## src/rtl/mbx_pkg.sv

```systemverilog
package mbx_pkg;

  typedef enum logic [1:0] {
    VERD_IDLE = 2'd0,
    VERD_SKIP = 2'd1,
    VERD_PASS = 2'd2
  } verdict_e;

  // a ray number beats a stored entry only when strictly larger
  function automatic logic ray_is_newer(input int unsigned cur, input int unsigned seen);
    return cur > seen;
  endfunction

  // next ray number; zero is reserved for "never tested"
  function automatic int unsigned next_ray_num(input int unsigned cur, input int unsigned top);
    return (cur == top) ? 32'd1 : cur + 32'd1;
  endfunction

  function automatic verdict_e verdict_of(input logic valid, input logic newer);
    if (!valid) return VERD_IDLE;
    return newer ? VERD_PASS : VERD_SKIP;
  endfunction

endpackage

```

## src/rtl/mbx_ray_counter.sv

```systemverilog
module mbx_ray_counter #(
  parameter int RAY_W = 4
) (
  input  logic             clk,
  input  logic             rst_n,
  input  logic             new_ray_i,
  output logic [RAY_W-1:0] num_o,
  output logic             wrap_o
);
  localparam logic [RAY_W-1:0] NUM_TOP   = '1;
  localparam logic [RAY_W-1:0] NUM_FIRST = RAY_W'(1);

  logic [RAY_W-1:0] num_q;
  logic [RAY_W-1:0] num_next;

  assign num_next = RAY_W'(mbx_pkg::next_ray_num(32'(num_q), 32'(NUM_TOP)));
  assign wrap_o   = new_ray_i && (num_q == NUM_TOP);
  assign num_o    = num_q;

  always_ff @(posedge clk or negedge rst_n) begin
    if (!rst_n)         num_q <= NUM_FIRST;
    else if (new_ray_i) num_q <= num_next;
  end

  assert_num_nonzero_R1: assert property (@(posedge clk) disable iff (!rst_n)
    num_o != '0);
  assert_step_by_one_R2: assert property (@(posedge clk) disable iff (!rst_n)
    new_ray_i && !wrap_o |=> num_o == $past(num_o) + RAY_W'(1));
  assert_hold_without_pulse_R2: assert property (@(posedge clk) disable iff (!rst_n)
    !new_ray_i |=> $stable(num_o));
  assert_wrap_restart_R7: assert property (@(posedge clk) disable iff (!rst_n)
    wrap_o |=> num_o == NUM_FIRST);

endmodule

```

## src/rtl/mbx_store.sv

```systemverilog
module mbx_store #(
  parameter int PRIM_W = 5,
  parameter int RAY_W  = 4
) (
  input  logic              clk,
  input  logic              rst_n,
  input  logic              clear_i,
  input  logic              wr_en_i,
  input  logic [PRIM_W-1:0] wr_addr_i,
  input  logic [RAY_W-1:0]  wr_data_i,
  input  logic [PRIM_W-1:0] rd_addr_i,
  output logic [RAY_W-1:0]  rd_data_o
);
  localparam int ENTRIES = 1 << PRIM_W;

  logic [RAY_W-1:0] mem [ENTRIES];
  logic             hit_fwd;

  for (genvar e = 0; e < ENTRIES; e++) begin : g_ent
    logic [RAY_W-1:0] ent_q;
    logic             sel;
    assign sel = wr_en_i && (wr_addr_i == PRIM_W'(e));

    always_ff @(posedge clk or negedge rst_n) begin
      if (!rst_n)       ent_q <= '0;
      else if (clear_i) ent_q <= '0;
      else if (sel)     ent_q <= wr_data_i;
    end
    assign mem[e] = ent_q;

    assert_clear_zeroes_R7: assert property (@(posedge clk) disable iff (!rst_n)
      clear_i |=> ent_q == '0);
  end

  // read-after-write: a store landing on this edge is seen by the reader
  assign hit_fwd   = wr_en_i && (wr_addr_i == rd_addr_i);
  assign rd_data_o = hit_fwd ? wr_data_i : mem[rd_addr_i];

  assert_store_lands_R4: assert property (@(posedge clk) disable iff (!rst_n)
    wr_en_i && !clear_i |=> mem[$past(wr_addr_i)] == $past(wr_data_i));

endmodule

```

## src/rtl/mbx_judge.sv

```systemverilog
module mbx_judge #(
  parameter int PRIM_W = 5,
  parameter int RAY_W  = 4,
  parameter int RID_W  = 8
) (
  input  logic              clk,
  input  logic              rst_n,
  input  logic              req_valid_i,
  input  logic [PRIM_W-1:0] req_prim_i,
  input  logic [RID_W-1:0]  req_ray_i,
  input  logic [RAY_W-1:0]  cur_num_i,
  input  logic              wrap_i,
  input  logic [RAY_W-1:0]  seen_i,
  output logic              wr_en_o,
  output logic [PRIM_W-1:0] wr_addr_o,
  output logic [RAY_W-1:0]  wr_data_o,
  output logic              dec_valid_o,
  output logic              dec_pass_o,
  output logic [PRIM_W-1:0] dec_prim_o,
  output logic [RID_W-1:0]  dec_ray_o,
  output logic [RAY_W-1:0]  dec_num_o,
  output logic              fwd_valid_o
);
  import mbx_pkg::*;

  // stage 1: captured request and its mailbox snapshot
  logic              s1_v;
  logic [PRIM_W-1:0] s1_prim;
  logic [RID_W-1:0]  s1_rid;
  logic [RAY_W-1:0]  s1_num;
  logic [RAY_W-1:0]  s1_seen;
  logic              s1_nowr;
  verdict_e          s1_verdict;

  always_ff @(posedge clk or negedge rst_n) begin
    if (!rst_n) begin
      s1_v    <= 1'b0;
      s1_prim <= '0;
      s1_rid  <= '0;
      s1_num  <= '0;
      s1_seen <= '0;
      s1_nowr <= 1'b0;
    end else begin
      s1_v <= req_valid_i;
      if (req_valid_i) begin
        s1_prim <= req_prim_i;
        s1_rid  <= req_ray_i;
        s1_num  <= cur_num_i;
        s1_seen <= seen_i;
        s1_nowr <= wrap_i;
      end
    end
  end

  assign s1_verdict = verdict_of(s1_v, ray_is_newer(32'(s1_num), 32'(s1_seen)));

  // a request from the wrap cycle belongs to the old numbering: never stored
  assign wr_en_o   = (s1_verdict == VERD_PASS) && !s1_nowr;
  assign wr_addr_o = s1_prim;
  assign wr_data_o = s1_num;

  // stage 2: decision registers
  always_ff @(posedge clk or negedge rst_n) begin
    if (!rst_n) begin
      dec_valid_o <= 1'b0;
      dec_pass_o  <= 1'b0;
      fwd_valid_o <= 1'b0;
      dec_prim_o  <= '0;
      dec_ray_o   <= '0;
      dec_num_o   <= '0;
    end else begin
      dec_valid_o <= (s1_verdict != VERD_IDLE);
      dec_pass_o  <= (s1_verdict == VERD_PASS);
      fwd_valid_o <= (s1_verdict == VERD_PASS);
      dec_prim_o  <= s1_prim;
      dec_ray_o   <= s1_rid;
      dec_num_o   <= s1_num;
    end
  end

  assert_fwd_only_on_pass_R5: assert property (@(posedge clk) disable iff (!rst_n)
    fwd_valid_o |-> dec_valid_o && dec_pass_o);
  assert_two_cycle_latency_R5: assert property (@(posedge clk) disable iff (!rst_n)
    req_valid_i |=> s1_v ##1 dec_valid_o);
  assert_raw_second_skips_R6: assert property (@(posedge clk) disable iff (!rst_n)
    dec_valid_o && $past(dec_valid_o) && $past(dec_pass_o)
    && dec_prim_o == $past(dec_prim_o) && dec_num_o == $past(dec_num_o)
    |-> !dec_pass_o);

endmodule

```

## src/rtl/ray_mailbox_filter.sv

```systemverilog
module ray_mailbox_filter #(
  parameter int PRIM_W = 5,
  parameter int RAY_W  = 4,
  parameter int RID_W  = 8
) (
  input  logic              clk,
  input  logic              rst_n,
  input  logic              new_ray_i,
  input  logic              req_valid_i,
  input  logic [PRIM_W-1:0] req_prim_i,
  input  logic [RID_W-1:0]  req_ray_i,
  output logic              dec_valid_o,
  output logic              dec_pass_o,
  output logic [PRIM_W-1:0] dec_prim_o,
  output logic [RID_W-1:0]  dec_ray_o,
  output logic [RAY_W-1:0]  dec_num_o,
  output logic              fwd_valid_o
);
  // named internal events
  logic [RAY_W-1:0]  cur_num;
  logic              wrap_evt;
  logic [RAY_W-1:0]  seen_num;
  logic              mbox_wr_en;
  logic [PRIM_W-1:0] mbox_wr_addr;
  logic [RAY_W-1:0]  mbox_wr_data;

  mbx_ray_counter #(.RAY_W(RAY_W)) counter_i (
    .clk       (clk),
    .rst_n     (rst_n),
    .new_ray_i (new_ray_i),
    .num_o     (cur_num),
    .wrap_o    (wrap_evt)
  );

  mbx_store #(.PRIM_W(PRIM_W), .RAY_W(RAY_W)) store_i (
    .clk       (clk),
    .rst_n     (rst_n),
    .clear_i   (wrap_evt),
    .wr_en_i   (mbox_wr_en),
    .wr_addr_i (mbox_wr_addr),
    .wr_data_i (mbox_wr_data),
    .rd_addr_i (req_prim_i),
    .rd_data_o (seen_num)
  );

  mbx_judge #(.PRIM_W(PRIM_W), .RAY_W(RAY_W), .RID_W(RID_W)) judge_i (
    .clk         (clk),
    .rst_n       (rst_n),
    .req_valid_i (req_valid_i),
    .req_prim_i  (req_prim_i),
    .req_ray_i   (req_ray_i),
    .cur_num_i   (cur_num),
    .wrap_i      (wrap_evt),
    .seen_i      (seen_num),
    .wr_en_o     (mbox_wr_en),
    .wr_addr_o   (mbox_wr_addr),
    .wr_data_o   (mbox_wr_data),
    .dec_valid_o (dec_valid_o),
    .dec_pass_o  (dec_pass_o),
    .dec_prim_o  (dec_prim_o),
    .dec_ray_o   (dec_ray_o),
    .dec_num_o   (dec_num_o),
    .fwd_valid_o (fwd_valid_o)
  );

  assert_decision_numbered_R1: assert property (@(posedge clk) disable iff (!rst_n)
    dec_valid_o |-> dec_num_o != '0);
  assert_store_never_zero_R4: assert property (@(posedge clk) disable iff (!rst_n)
    mbox_wr_en |-> mbox_wr_data != '0);

endmodule

```

## config.mk

```make
export PLATFORM = sky130hd
export DESIGN_NAME = ray_mailbox_filter
export DESIGN_NICKNAME = d
export VERILOG_FILES = /design/src/rtl/mbx_pkg.sv /design/src/rtl/mbx_ray_counter.sv /design/src/rtl/mbx_store.sv /design/src/rtl/mbx_judge.sv /design/src/rtl/ray_mailbox_filter.sv
export SDC_FILE = /design/constraint.sdc
export NUM_CORES = 1
export LEC_CHECK = 0
export BUFFER_PORTS_ARGS = -buffer_cell sky130_fd_sc_hd__buf_2
export CORE_MARGIN = 5
export CORE_UTILIZATION = 50
export DETAILED_ROUTE_END_ITERATION = 8
export PLACE_DENSITY = 0.67
export RECOVER_POWER = 100
export SLEW_MARGIN = 20
export SYNTH_ARGS = -nofsm -noshare
export SYNTH_HDL_FRONTEND = slang
export SYNTH_SLANG_ARGS = --single-unit
```

## constraint.sdc

```tcl
create_clock -name clk -period 6.2 [get_ports clk]
set_clock_uncertainty 0.15 [all_clocks]
set_input_delay 1.55 -clock clk [delete_from_list [all_inputs] [get_ports clk]]
set_output_delay 1.55 -clock clk [all_outputs]
set_load 0.02 [all_outputs]
```

**After elaboration in Yosys (flattened, before gate mapping)**

Cells that the tools add are included.

- Add/subtract/negate cells: 1
- $lt $le $gt $ge: 2
- Equality and inequality tests: 34
- Muxes and demuxes: 71
- Bitwise operators: 1
- Reductions and logical operators: 70

Operators with widths:

| kind | number |
|---|---|
| 4-bit two-way mux | 68 |
| 5-bit equality test, second input constant | 16 |
| 2-bit nonzero test | 33 |
| 5-bit by 4-bit equality test with 1-bit output, second input constant | 8 |
| 1-bit logical AND | 35 |
| 4-bit binary-select mux with 5-bit select | 1 |
| 5-bit by 3-bit equality test with 1-bit output, second input constant | 4 |
| 5-bit by 2-bit equality test with 1-bit output, second input constant | 2 |
| 6-bit >= comparator, second input constant | 1 |
| 5-bit NOT with 6-bit output | 1 |
| 5-bit by 1-bit equality test with 1-bit output, second input constant | 1 |
| 5-bit equality test | 1 |
| 5-bit logical NOT | 1 |
| 4-bit by 1-bit adder with 4-bit output, second input constant | 1 |
| 4-bit equality test, second input constant | 1 |
| 4-bit greater-than comparator | 1 |
| 2-bit two-way mux | 2 |
| 2-bit equality test, second input constant | 1 |
| 1-bit logical NOT | 1 |

- Bits in registers: 174
- Logic and storage cells: 223

**Depth between registers and ports, before layout**

Gate-level depths: netlist (run 1).

- Depth after elaboration: 8
- Gate-level depth with buffers: 10
- Mapped depth without buffers: 7

**Cells and area by module**

A second synthesis (run 1) with hierarchy kept.

- Cells, all modules: 789
- Area, all modules: 8468.1 um^2

By module, submodules not included:

| module | times used | cells each | area each (um^2) |
|---|---|---|---|
| mbx_store | 1 | 685 | 6780.3 |
| mbx_judge | 1 | 88 | 1493.9 |
| mbx_ray_counter | 1 | 16 | 193.9 |

**Worst setup path after synthesis (run 1)**

No wires, ideal clock.

- Path kind: input-to-reg
- Start point: input req_prim_i[0]
- End point: register judge_i.s1_seen[0]
- Library setup time: 124 ps
- Arrival: 2900 ps
- Data required time: 5926 ps
- Path slack: 3026 ps
- Stages: 6
- Buffers on the path: 2
- Path through: buf_6 buf_12 mux4_2 a221oi_1 a31oi_1 o31a_1

- Word-level cells in the longest chain between the ends: 5

Ends and longest elaborated chain:

| item | RTL line | RTL |
|---|---|---|
| start: declaration | ray_mailbox_filter.sv:10 | `input logic [PRIM_W-1:0] req_prim_i,` |
| 5-bit NOT with 6-bit output (implied by the code) | mbx_store.sv:37 | `assign rd_data_o = hit_fwd ? wr_data_i : mem[rd_addr_i];` |
| 4-bit binary-select mux with 5-bit select | mbx_store.sv:37 |  |
| 4-bit two-way mux (implied by the code) (2 in series) | mbx_store.sv:37 |  |
| 4-bit two-way mux * | mbx_store.sv:37 |  |
| end signal: assignment | mbx_judge.sv:49 | `s1_seen <= seen_i;` |
| end: declaration | mbx_judge.sv:31 | `logic [RAY_W-1:0] s1_seen;` |

Mark *: on every way between the ends. The rest lies on a longest branch, timed or not. The select of a mux whose other input is x is not followed.
A chain may end at the register's enable or synchronous reset.

**Worst setup path after layout (run 1)**

- Start point: register judge_i.s1_num[1], in the netlist judge_i.wr_data_o[1]
- End point: register store_i.g_ent[12].ent_q[1]

- Word-level cells in the longest chain between the ends: 7

Ends and longest elaborated chain:

| item | RTL line | RTL |
|---|---|---|
| start: declaration | mbx_judge.sv:30 | `logic [RAY_W-1:0] s1_num;` |
| start signal: assignment | mbx_judge.sv:48 | `s1_num <= cur_num_i;` |
| 4-bit greater-than comparator | mbx_pkg.sv:11 | `return cur > seen;` |
| 2-bit two-way mux (2 in series) | mbx_pkg.sv:21 | `return newer ? VERD_PASS : VERD_SKIP;` |
| 2-bit equality test | mbx_judge.sv:58 | `assign wr_en_o = (s1_verdict == VERD_PASS) && !s1_nowr;` |
| 1-bit logical AND | mbx_judge.sv:58 |  |
| 1-bit logical AND | mbx_store.sv:22 | `assign sel = wr_en_i && (wr_addr_i == PRIM_W'(e));` |
| 2-bit nonzero test (no line) | - |  |
| end signal: assignment | mbx_store.sv:27 | `else if (sel) ent_q <= wr_data_i;` |
| end: declaration | mbx_store.sv:20 | `logic [RAY_W-1:0] ent_q;` |

Parallel ways exist; a longest one is shown, timed or not. The select of a mux whose other input is x is not followed.

==> results_dict.tcl, run 1 <==
set metrics [dict create \
    startpoint_type "flip-flop" \
    drive_gt1_share_pct 18.4 \
    pin_count 37 \
    peakVddDrop_v 0.000346 \
    worstReg2RegStart "judge_i.wr_data_o[1]" \
    synth_area_mm2 0.00900 \
    overflow 0 \
    port-buffer-count 36 \
    max-slew-margin-rel_pct -65.5 \
    ff2ff_setup_slack_ns 1.46 \
    cts.path.max_buffers 2 \
    power_density_mw_per_mm2 463 \
    period_share_pct 76.5 \
    startpoint "judge_i.wr_data_o[1]" \
    die_w_um 144 \
    report.final.hold_viol_count 0 \
    crit_buf_inv 1 \
    synth_flop_cell "dfrtp_1" \
    cp_slowest_stage_delay_ns 1.42 \
    cts_tree "yes" \
    violations "max-capacitance violations, max-slew violations" \
    layout-area-overhead-vs-synth_pct 6.94 \
    cts_htree_levels 4 \
    postCtsSetupRepairBufs 0 \
    hold_buffers 0 \
    yosysSeqAreaShare_pct 48.4 \
    die_y_um 144 \
    dieArea_mm2 0.0208 \
    cp_top_family "compound AO/OA/AOI/OAI gates" \
    ys_ff_latch 174 \
    total_power_mw 4.46 \
    hold_start "judge_i.s1_rid[4]" \
    whs_ns 0.223 \
    fp-row-count 49 \
    fmax_mhz 211 \
    slowest_stage "clkbuf_1" \
    path_clk_slew_ns 0.07 \
    grt_pass1_wl_mm 38.7 \
    cts_buffers 17 \
    cp.arrival_ns 4.95 \
    synthCells 847 \
    wl_per_cell_um 22.6 \
    syn_avg_cell_area_um2 10.6 \
    crit_chain "clkbuf_1, ha_1, nor2b_1, o211a_1, o2111ai_1, o21ai_0, a21oi_2" \
    dr.pass1.iters 5 \
    routed_wl_mm 24.0 \
    syn_nets 869 \
    post-route-min-period_ns 4.74 \
    critical_path_class "reg -> reg" \
    setup-tns-final_ns 0 \
    cp.required_ns 6.41 \
    hold_class "reg -> reg" \
    synth.distinct_cells 50 \
    cts.sinks 174 \
    synthArstFlopShare_pct 100 \
    finalMaxSlewViolations 246 \
    antenna_left 0 \
    yosysWarnings 0 \
    gp_congestion 0.876 \
    tightestPinTransition_ns 2.48 \
    start_util_pct 50.5 \
    cp_max_fo 35 \
    routed_via_density 6.58 \
    antenna_cells 0 \
    drt_iter0_markers 912 \
    synth_edf_count 0 \
    final_nets 846 \
    grt_usage_pct 24.0 \
    cap_violations 5 \
    end_kind "flip-flop" \
    grt_max_degree 130 \
    clk_latency_ns 0.44 \
    cts_resized 0 \
    run_status "complete, but fails checks" \
    grt_setup_unrepaired "no" \
    antenna_found_initial 0 \
    fp.coreArea_mm2 0.0178 \
    vias 7018 \
    finalSetupViolCount 0 \
    cts-root-buf "clkbuf_16" \
    grt_pass1_vias 6846 \
    leakage_nw 3.51 \
    dp_hpwl_mm 13.9 \
    drc 0 \
]
placed cells by master (no fill, tap or decap), types with 8 or more instances in the layout:
cell,Yosys,layout
a2111oi_4,8,8
a21oi_1,118,118
a21oi_2,12,12
a221oi_1,9,9
buf_2,14,13
buf_4,5,12
clkbuf_1,50,26
clkbuf_16,0,17
dfrtp_1,173,173
mux2_2,17,17
mux2i_1,20,20
mux4_2,25,25
nand2_1,18,19
nand3_1,113,113
nand3_2,16,16
o21ai_0,120,122
o21ai_1,20,18
synth_stat cells (12+ instances only):
cell      number  share of area [%]
clkbuf_1      50                2.1
dfrtp_1      173                 48
o21ai_0      120                6.7
nand2_1       18               0.75
buf_2         14               0.78
mux2_2        17                2.1
a21oi_2       12                1.2
mux2i_1       20                2.2
a21oi_1      118                6.6
nand3_2       16                1.8
buf_6         17                2.1
nand3_1      113                6.3
o21ai_1       20                1.1
mux4_2        25                6.3
power breakdown:
part	internal (mW)	switching (mW)	leakage (nW)
Combinational	0.579	0.873	1.16
Sequential	1.63	0.280	2.05
Clock	0.612	0.481	0.290
Total	2.82	1.63	3.51
final cells by class:
type | instances | area [um^2]
fillers | 1537 | 8210
flip-flops and latches | 174 | 4360
multi-input cells | 569 | 4070
clock buffers | 18 | 439
repair buffers | 54 | 289
well taps | 229 | 287
clock inverters | 14 | 154
inverters | 8 | 30.0
final timing paths:
check / to / cells past startpoint
max reg2reg: store_i.g_ent[12].ent_q[1] / 7
min reg2reg: judge_i.dec_ray_o[4] / 0
max: store_i.g_ent[12].ent_q[1] / 7
min in group asynchronous: judge_i.wr_data_o[3] / 1
min: judge_i.dec_ray_o[4] / 0
max in group asynchronous: store_i.g_ent[26].ent_q[3] / 2
worst register-to-register path, stage by stage, from the launching register on:
cell and delay (ns):
dfrtp_1 0.32, clkbuf_1 1.42, ha_1 0.49, nor2b_1 0.17, o211a_1 0.38, o2111ai_1 1.20, o21ai_0 0.32, a21oi_2 0.20
through the flow:
stage	utilization (%)	cell area (um^2)	worst slack, ns	std cells
after floorplan	-	9000	3.03	847
after global placement	50.9	9080	2.19	1033
after detailed placement	50.9	9080	2.13	1033
after CTS	54.2	9680	2.58	1065
after global routing	54.0	9630	1.21	1066
final	54.0	9630	1.46	1066
registers in the layout (all words and copies together), names as in the netlist:
name,cells
counter_i.num_o,4
judge_i.dec_pass_o,1
judge_i.dec_valid_o,1
judge_i.s1_rid,8
store_i.g_ent.ent_q,128
judge_i.wr_data_o,4
judge_i.s1_seen,4
judge_i.dec_num_o,4
judge_i.dec_prim_o,5
judge_i.dec_ray_o,8
judge_i.wr_addr_o,5
judge_i.s1_v,1
judge_i.s1_nowr,1
kinds of logic after synthesis:
logic type,share of synthesized area [%]
AO/OA/AOI/OAI,22.1
XOR/XNOR,0.681
adder cells (fa/ha/maj),0.695
buffers and inverters,6.37
flip-flops,48.4
multiplexers,10.6
AND/OR/NAND/NOR,11.2
per-layer routing:
| metal | track usage, % | up-vias | wire, um |
|---|---|---|---|
| li1 | - | 3088 | - |
| met1 | 34.1 | 3511 | 10100 |
| met2 | 36.3 | 372 | 11000 |
| met3 | 5.42 | 47 | 2190 |
| met4 | 9.28 | 0 | 748 |
| met5 | 0 | - | 0 |
Note: power is estimated with default switching activity, not from simulation.
==> inputs of run 2 (changes only) <==
Settings changed: ABC_AREA from default to 1.
Clock period 6.2 ns to 4.65 ns, I/O delays scaled along.
==> run 2 against run 1 <==
The run still ends with max-capacitance violations, max-slew violations left; hold slack better by 0.0049 ns; first-iteration DRC count down 22%; setup slack better by 0.052 ns; area after synthesis down 7.6%; synthesized cell count up 27%; via count down 2.1%; cell count up 24%; clock-buffer cell count down 1; combinational power up 6%; non-clock buffer count down 9; sequential cell count unchanged; clock power up 28%; critical path type is now in -> async; critical endpoint is now judge_i.dec_pass_o.
==> results_dict.tcl, run 2 <==
set metrics [dict create \
    grt_setup_unrepaired "no" \
    crit_top_cell "clkbuf_2" \
    cts_buffers 17 \
    power.share.combinational_pct 29.1 \
    synthArstFlopShare_pct 100 \
    layout-area-overhead-vs-synth_pct 9.32 \
    die_y_um 139 \
    total_power_mw 5.27 \
    crit_chain "clkbuf_2, clkbuf_2" \
    slowest_stage "clkbuf_2" \
    pin_count 37 \
    wl_per_cell_um 16.2 \
    report.final.hold_viol_count 0 \
    synth_top_cells_by_count "nand2_1, dfrtp_1, inv_1" \
    synth_top_area_cell "dfrtp_1" \
    startpoint_type "input pin" \
    hold_buffers 0 \
    path_clk_slew_ns 0.08 \
    syn_avg_cell_area_um2 7.73 \
    vias 6872 \
    max-slew-margin-rel_pct -25.9 \
    finalSetupViolCount 0 \
    overflow 0 \
    peakVddDrop_v 0.000284 \
    leakage_nw 4.60 \
    setup-tns-final_ns 0 \
    syn_nets 1098 \
    drive_gt1_share_pct 5.80 \
    hold_class "reg -> reg" \
    cts_htree_levels 4 \
    drt_iter0_markers 707 \
    die_w_um 139 \
    period_share_pct 67.5 \
    seq_power_share_pct 44.5 \
    synth_edf_count 0 \
    port-buffer-count 36 \
    reg_top3 "store_i.g_ent.ent_q x128, judge_i.dec_ray_o x8, judge_i.s1_rid x8" \
    dr.pass1.iters 6 \
    largest_reg_flops 128 \
    critical_path_class "in -> async" \
    dieArea_mm2 0.0193 \
    clockPowerShare_pct 26.4 \
    finalNonFillerCells 1324 \
    grt_pass1_wl_mm 35.8 \
    cap_violations 1 \
    antenna_found_initial 0 \
    intPower_mw 3.32 \
    violations "max-capacitance violations, max-slew violations" \
    antenna_left 0 \
    power_switching_mw 1.95 \
    place_ws_ns 1.42 \
    ys_ff_latch 174 \
    postCtsSetupRepairBufs 0 \
    cts-root-buf "clkbuf_16" \
    clk_latency_ns 0.44 \
    cp.required_ns 4.94 \
    top_register "store_i.g_ent.ent_q" \
    fp.coreArea_mm2 0.0165 \
    netSwitchingFraction_pct 37.0 \
    final_common_cell "nand2_1" \
    synthCells 1076 \
    start_util_pct 50.5 \
    cp_top_family "buffers and inverters" \
    power_density_mw_per_mm2 580 \
    fp-row-count 47 \
    cp.arrival_ns 3.43 \
    synth_area_leaders "dfrtp_1, nand2_1, o21ai_0" \
    final_cell_mix "nand2_1, dfrtp_1, inv_1" \
    cts_tree "yes" \
    tightestPinTransition_ns 1.89 \
    cts.sinks 174 \
    placedCellCount 1292 \
    grt_usage_pct 23.2 \
    synth_area_mm2 0.00832 \
    grt_max_degree 73 \
    gp_congestion 0.887 \
    yosysMostFrequentCell "nand2_1" \
    fmax_mhz 318 \
    finalMaxSlewViolations 72 \
    cp_max_fo 72 \
    run_status "complete, but fails checks" \
    cts.path.max_buffers 2 \
    yosysSeqAreaShare_pct 52.3 \
    grt_pass1_vias 6620 \
    routed_wl_mm 21.4 \
    crit_buf_inv 2 \
    layout_setup_ws_ns 1.51 \
    post-route-min-period_ns 3.14 \
    final_nets 1113 \
    yosysWarnings 0 \
    synth_top_area_share_pct 52.0 \
    cp_slowest_stage_delay_ns 1.30 \
    synth.distinct_cells 29 \
    synth_flop_cell "dfrtp_1" \
    routed_via_density 5.19 \
    dp_hpwl_mm 14.1 \
    end_kind "async pin" \
    cts_resized 0 \
    drc 0 \
    antenna_cells 0 \
]
## run 2: cell types whose count changed after synthesis, moves of 14 or more
cell      before  now
inv_1          7  161
mux4_2        25    0
mux2_2        17    0
nand2_1       18  342
nand2_2        1   19
a21oi_1      118    9
nor2_1         7   35
buf_6         17    3
mux2i_1       20    0
nand3_2       16    1
clkbuf_1      50   16
## run 2: logic make-up (layout without fill, tap and decap cells)
kind of cell             Yosys count  after routing  synth area share, %
adder cells (fa/ha/maj)            5              5                0.752
flip-flops                       174            174                 52.3
AND/OR/NAND/NOR                  528            528                 26.8
AO/OA/AOI/OAI                    153            153                 9.38
buffers and inverters            211            239                 10.2
XOR/XNOR                           5              5                0.526
## run 2: final timing paths
| kind | start | cells after the start | slack [ns] | end |
|---|---|---|---|---|
| setup / recovery | rst_n | 2 | 1.51 | judge_i.dec_pass_o |
| hold / removal | judge_i.s1_rid[3] | 0 | 0.23 | judge_i.dec_ray_o[3] |
| setup reg to reg | judge_i.wr_data_o[1] | 10 | 1.60 | store_i.g_ent[5].ent_q[1] |
| hold reg to reg | judge_i.s1_rid[3] | 0 | 0.23 | judge_i.dec_ray_o[3] |
| max in group clk | judge_i.wr_data_o[1] | 10 | 1.60 | store_i.g_ent[5].ent_q[1] |
| min in group asynchronous | rst_n | 1 | 1.08 | store_i.g_ent[22].ent_q[2] |
## run 2: layout make-up
type                    instances  area (um^2)
clock buffers                  17          425
clock inverters                15          145
fillers                      1597         7370
inverters                     162          608
multi-input cells             691         3040
flip-flops and latches        174         4360
well taps                     220          275
repair buffers                 45          243
## run 2: power by group through the flow
| stage | clock [mW] | combinational, mW | sequential (mW) |
|---|---|---|---|
| CTS | 1.41 | 1.56 | 2.35 |
| floorplan | 0 | 1.06 | 2.35 |
| detailed placement | 0 | 1.54 | 2.37 |
| global route | 1.49 | 1.77 | 2.41 |
| global placement | 0 | 1.52 | 2.35 |
| finish | 1.39 | 1.53 | 2.35 |
## run 2: worst register-to-register path: stages, from the launching register on
cell      delay (ns)
dfrtp_1         0.44
ha_1            0.32
inv_1           0.04
o21bai_1        0.11
nand2_1         0.06
nand2_1         0.07
nand3_1         0.13
nor2_1          1.07
nand2_1         0.13
nand2_1         0.28
o21ai_0         0.13
## run 2: stage by stage
stage | hold slack, ns | area [um^2] | utilization, %
detailed placement | 0.211 | 8650 | 52.5
global route | 0.245 | 9100 | 55.2
CTS | 0.230 | 9220 | 56.0
finish | 0.228 | 9100 | 55.2
global placement | 0.208 | 8650 | 52.5
floorplan | 0.204 | 8320 | -
## run 2: metal layers
metal | up-vias | wire [um] | GRT usage (%)
li1 | 3369 | - | -
met1 | 3254 | 9960 | 33.6
met2 | 215 | 9710 | 35.0
met3 | 34 | 1350 | 5.48
met4 | 0 | 414 | 7.00
met5 | - | 0 | 0
==> inputs of run 3 (changes only) <==
Settings changed: ABC_AREA 1 to 0.
Clock period 4.65 ns to 2.9 ns, I/O delays scaled along.
==> run 3 against run 2 <==
The flow now finishes without violations; global-route usage increased by 1.7 points; utilization increased by 0.34 points; sequential power increased by 74%; register-to-register slack got worse by 1.4 ns; largest power group unchanged; sequential share of layout area decreased by 4.0 points; first-iteration DRC count increased by 18%.
==> results_dict.tcl, run 3 (synthesis results as in run 1) <==
set metrics [dict create \
    power_switching_mw 3.49 \
    layout-area-overhead-vs-synth_pct 10.2 \
    setup-tns-final_ns 0 \
    overflow 0 \
    cp_slowest_stage_delay_ns 1.00 \
    tightestPinTransition_ns 1.17 \
    grt_pass1_vias 6989 \
    top_register "store_i.g_ent.ent_q" \
    dp_hpwl_mm 15.2 \
    startpoint_type "flip-flop" \
    grt_max_degree 60 \
    cts.path.max_buffers 2 \
    leakage_nw 3.72 \
    cap_violations 0 \
    port-buffer-count 36 \
    hold_buffers 0 \
    slowest_stage "a2111oi_4" \
    final_area_mm2 0.00992 \
    drt_iter0_markers 836 \
    clockPowerShare_pct 25.3 \
    pin_count 37 \
    vias 7179 \
    wl_per_cell_um 22.4 \
    seq_power_share_pct 42.0 \
    clk_latency_ns 0.43 \
    cts_tree "yes" \
    fp.coreArea_mm2 0.0178 \
    grt_usage_pct 24.9 \
    end_kind "flip-flop" \
    cts_htree_levels 4 \
    final_cell_mix "dfrtp_1, nand3_1, o21ai_0" \
    dpl-instance-area_mm2 0.00943 \
    min_delay_worst_endpoint "judge_i.dec_ray_o[4]" \
    antenna_found_initial 0 \
    cts_resized 0 \
    grt_setup_unrepaired "no" \
    hold_class "reg -> reg" \
    routed_via_density 6.51 \
    cp.required_ns 3.10 \
    finalMaxSlewViolations 0 \
    die_y_um 144 \
    cp_max_fo 16 \
    fp-row-count 49 \
    intPower_mw 6.26 \
    final_nets 882 \
    drive_gt1_share_pct 20.7 \
    whs_path_depth 0 \
    crit_chain "ha_1, nor2b_2, o211ai_4, a2111oi_4, nand3_1, a21oi_1" \
    reg_top3 "store_i.g_ent.ent_q x128, judge_i.dec_ray_o x8, judge_i.s1_rid x8" \
    post-route-min-period_ns 2.72 \
    filler_cell_count 1522 \
    routed_wl_mm 24.7 \
    fmax_mhz 368 \
    peakVddDrop_v 0.000882 \
    power_density_mw_per_mm2 983 \
    antenna_left 0 \
    final_common_cell "dfrtp_1" \
    total_power_mw 9.75 \
    timing.rr.end "store_i.g_ent[13].ent_q[3]" \
    report.final.hold_viol_count 0 \
    hold_start "judge_i.s1_rid[4]" \
    grt_pass1_wl_mm 40.1 \
    worstReg2RegStart "judge_i.wr_data_o[1]" \
    max-slew-margin-rel_pct 21.9 \
    ff2ff_setup_slack_ns 0.18 \
    cts-root-buf "clkbuf_16" \
    power.share.combinational_pct 32.7 \
    period_share_pct 93.8 \
    cts_buffers 17 \
    cts.sinks 174 \
    cp.arrival_ns 2.92 \
    netSwitchingFraction_pct 35.8 \
    dieArea_mm2 0.0208 \
    reg2reg_depth 6 \
    dr.pass1.iters 5 \
    antenna_cells 0 \
    largest_reg_flops 128 \
    drc 0 \
    die_w_um 144 \
    start_util_pct 50.5 \
    postCtsSetupRepairBufs 0 \
    finalSetupViolCount 0 \
    run_status "complete, no violations" \
    critical_path_class "reg -> reg" \
    path_clk_slew_ns 0.07 \
    gp_congestion 0.864 \
]
## run 3: metal layers
metal	part of all wire, %	wire length, um	GRT usage, %
met3	9.1	2240	7.57
met5	0	0	0
met4	2.0	483	7.31
met2	46	11500	37.0
met1	43	10500	35.6
## run 3: how the worst max path moves through the flow
stage	from	endpoint	slack, ns	depth (start not counted)
6_report	judge_i.wr_data_o[1]	store_i.g_ent[13].ent_q[3]	0.18	6
4_1_cts	judge_i.wr_data_o[1]	store_i.g_ent[13].ent_q[3]	0.21	6
2_1_floorplan	req_prim_i[0]	judge_i.s1_seen[0]	0.55	6
5_1_grt	judge_i.wr_data_o[1]	store_i.g_ent[13].ent_q[0]	0.03	6
3_5_place_dp	req_prim_i[0]	judge_i.s1_seen[2]	0.1	6
3_3_place_gp	req_prim_i[0]	judge_i.s1_seen[2]	0.16	6
## run 3: metrics by stage
step	worst slack [ns]	hold WS, ns	util, %	cells
6_report	0.179	0.217	55.6	1102
5_1_grt	0.0283	0.239	55.6	1102
4_1_cts	0.208	0.0637	56.4	1102
3_5_place_dp	0.0966	0.208	52.9	1070
3_3_place_gp	0.163	0.201	52.9	1070
2_1_floorplan	0.551	0.199	-	847
## run 3: layout make-up
type | count | area (um^2) | area share (%)
Timing Repair Buffer | 90 | 602 | 6.07
Clock inverter | 15 | 208 | 2.09
Sequential cell | 174 | 4360 | 43.9
Tap cell | 229 | 287 | 2.89
Multi-Input combinational cell | 569 | 4010 | 40.4
Inverter | 8 | 30.0 | 0.303
Clock buffer | 17 | 425 | 4.29
## run 3: power by group through the flow
stage / clock, mW / combinational (mW) / sequential (mW)
5_1_grt: 2.61 / 3.50 / 4.20
4_1_cts: 2.51 / 3.23 / 4.07
3_3_place_gp: 0 / 3.12 / 4.10
3_5_place_dp: 0 / 3.22 / 4.10
6_report: 2.47 / 3.19 / 4.09
2_1_floorplan: 0 / 2.44 / 3.92
## run 3: critical path, delay by kind of cell, from the launching register on
| family | cells | cell delay (ns) |
|---|---|---|
| AOI/OAI and AO/OA | 3 | 1.42 |
| adders and majority gates | 1 | 0.29 |
| and+or+nand+nor | 2 | 0.37 |
| DFF | 1 | 0.40 |
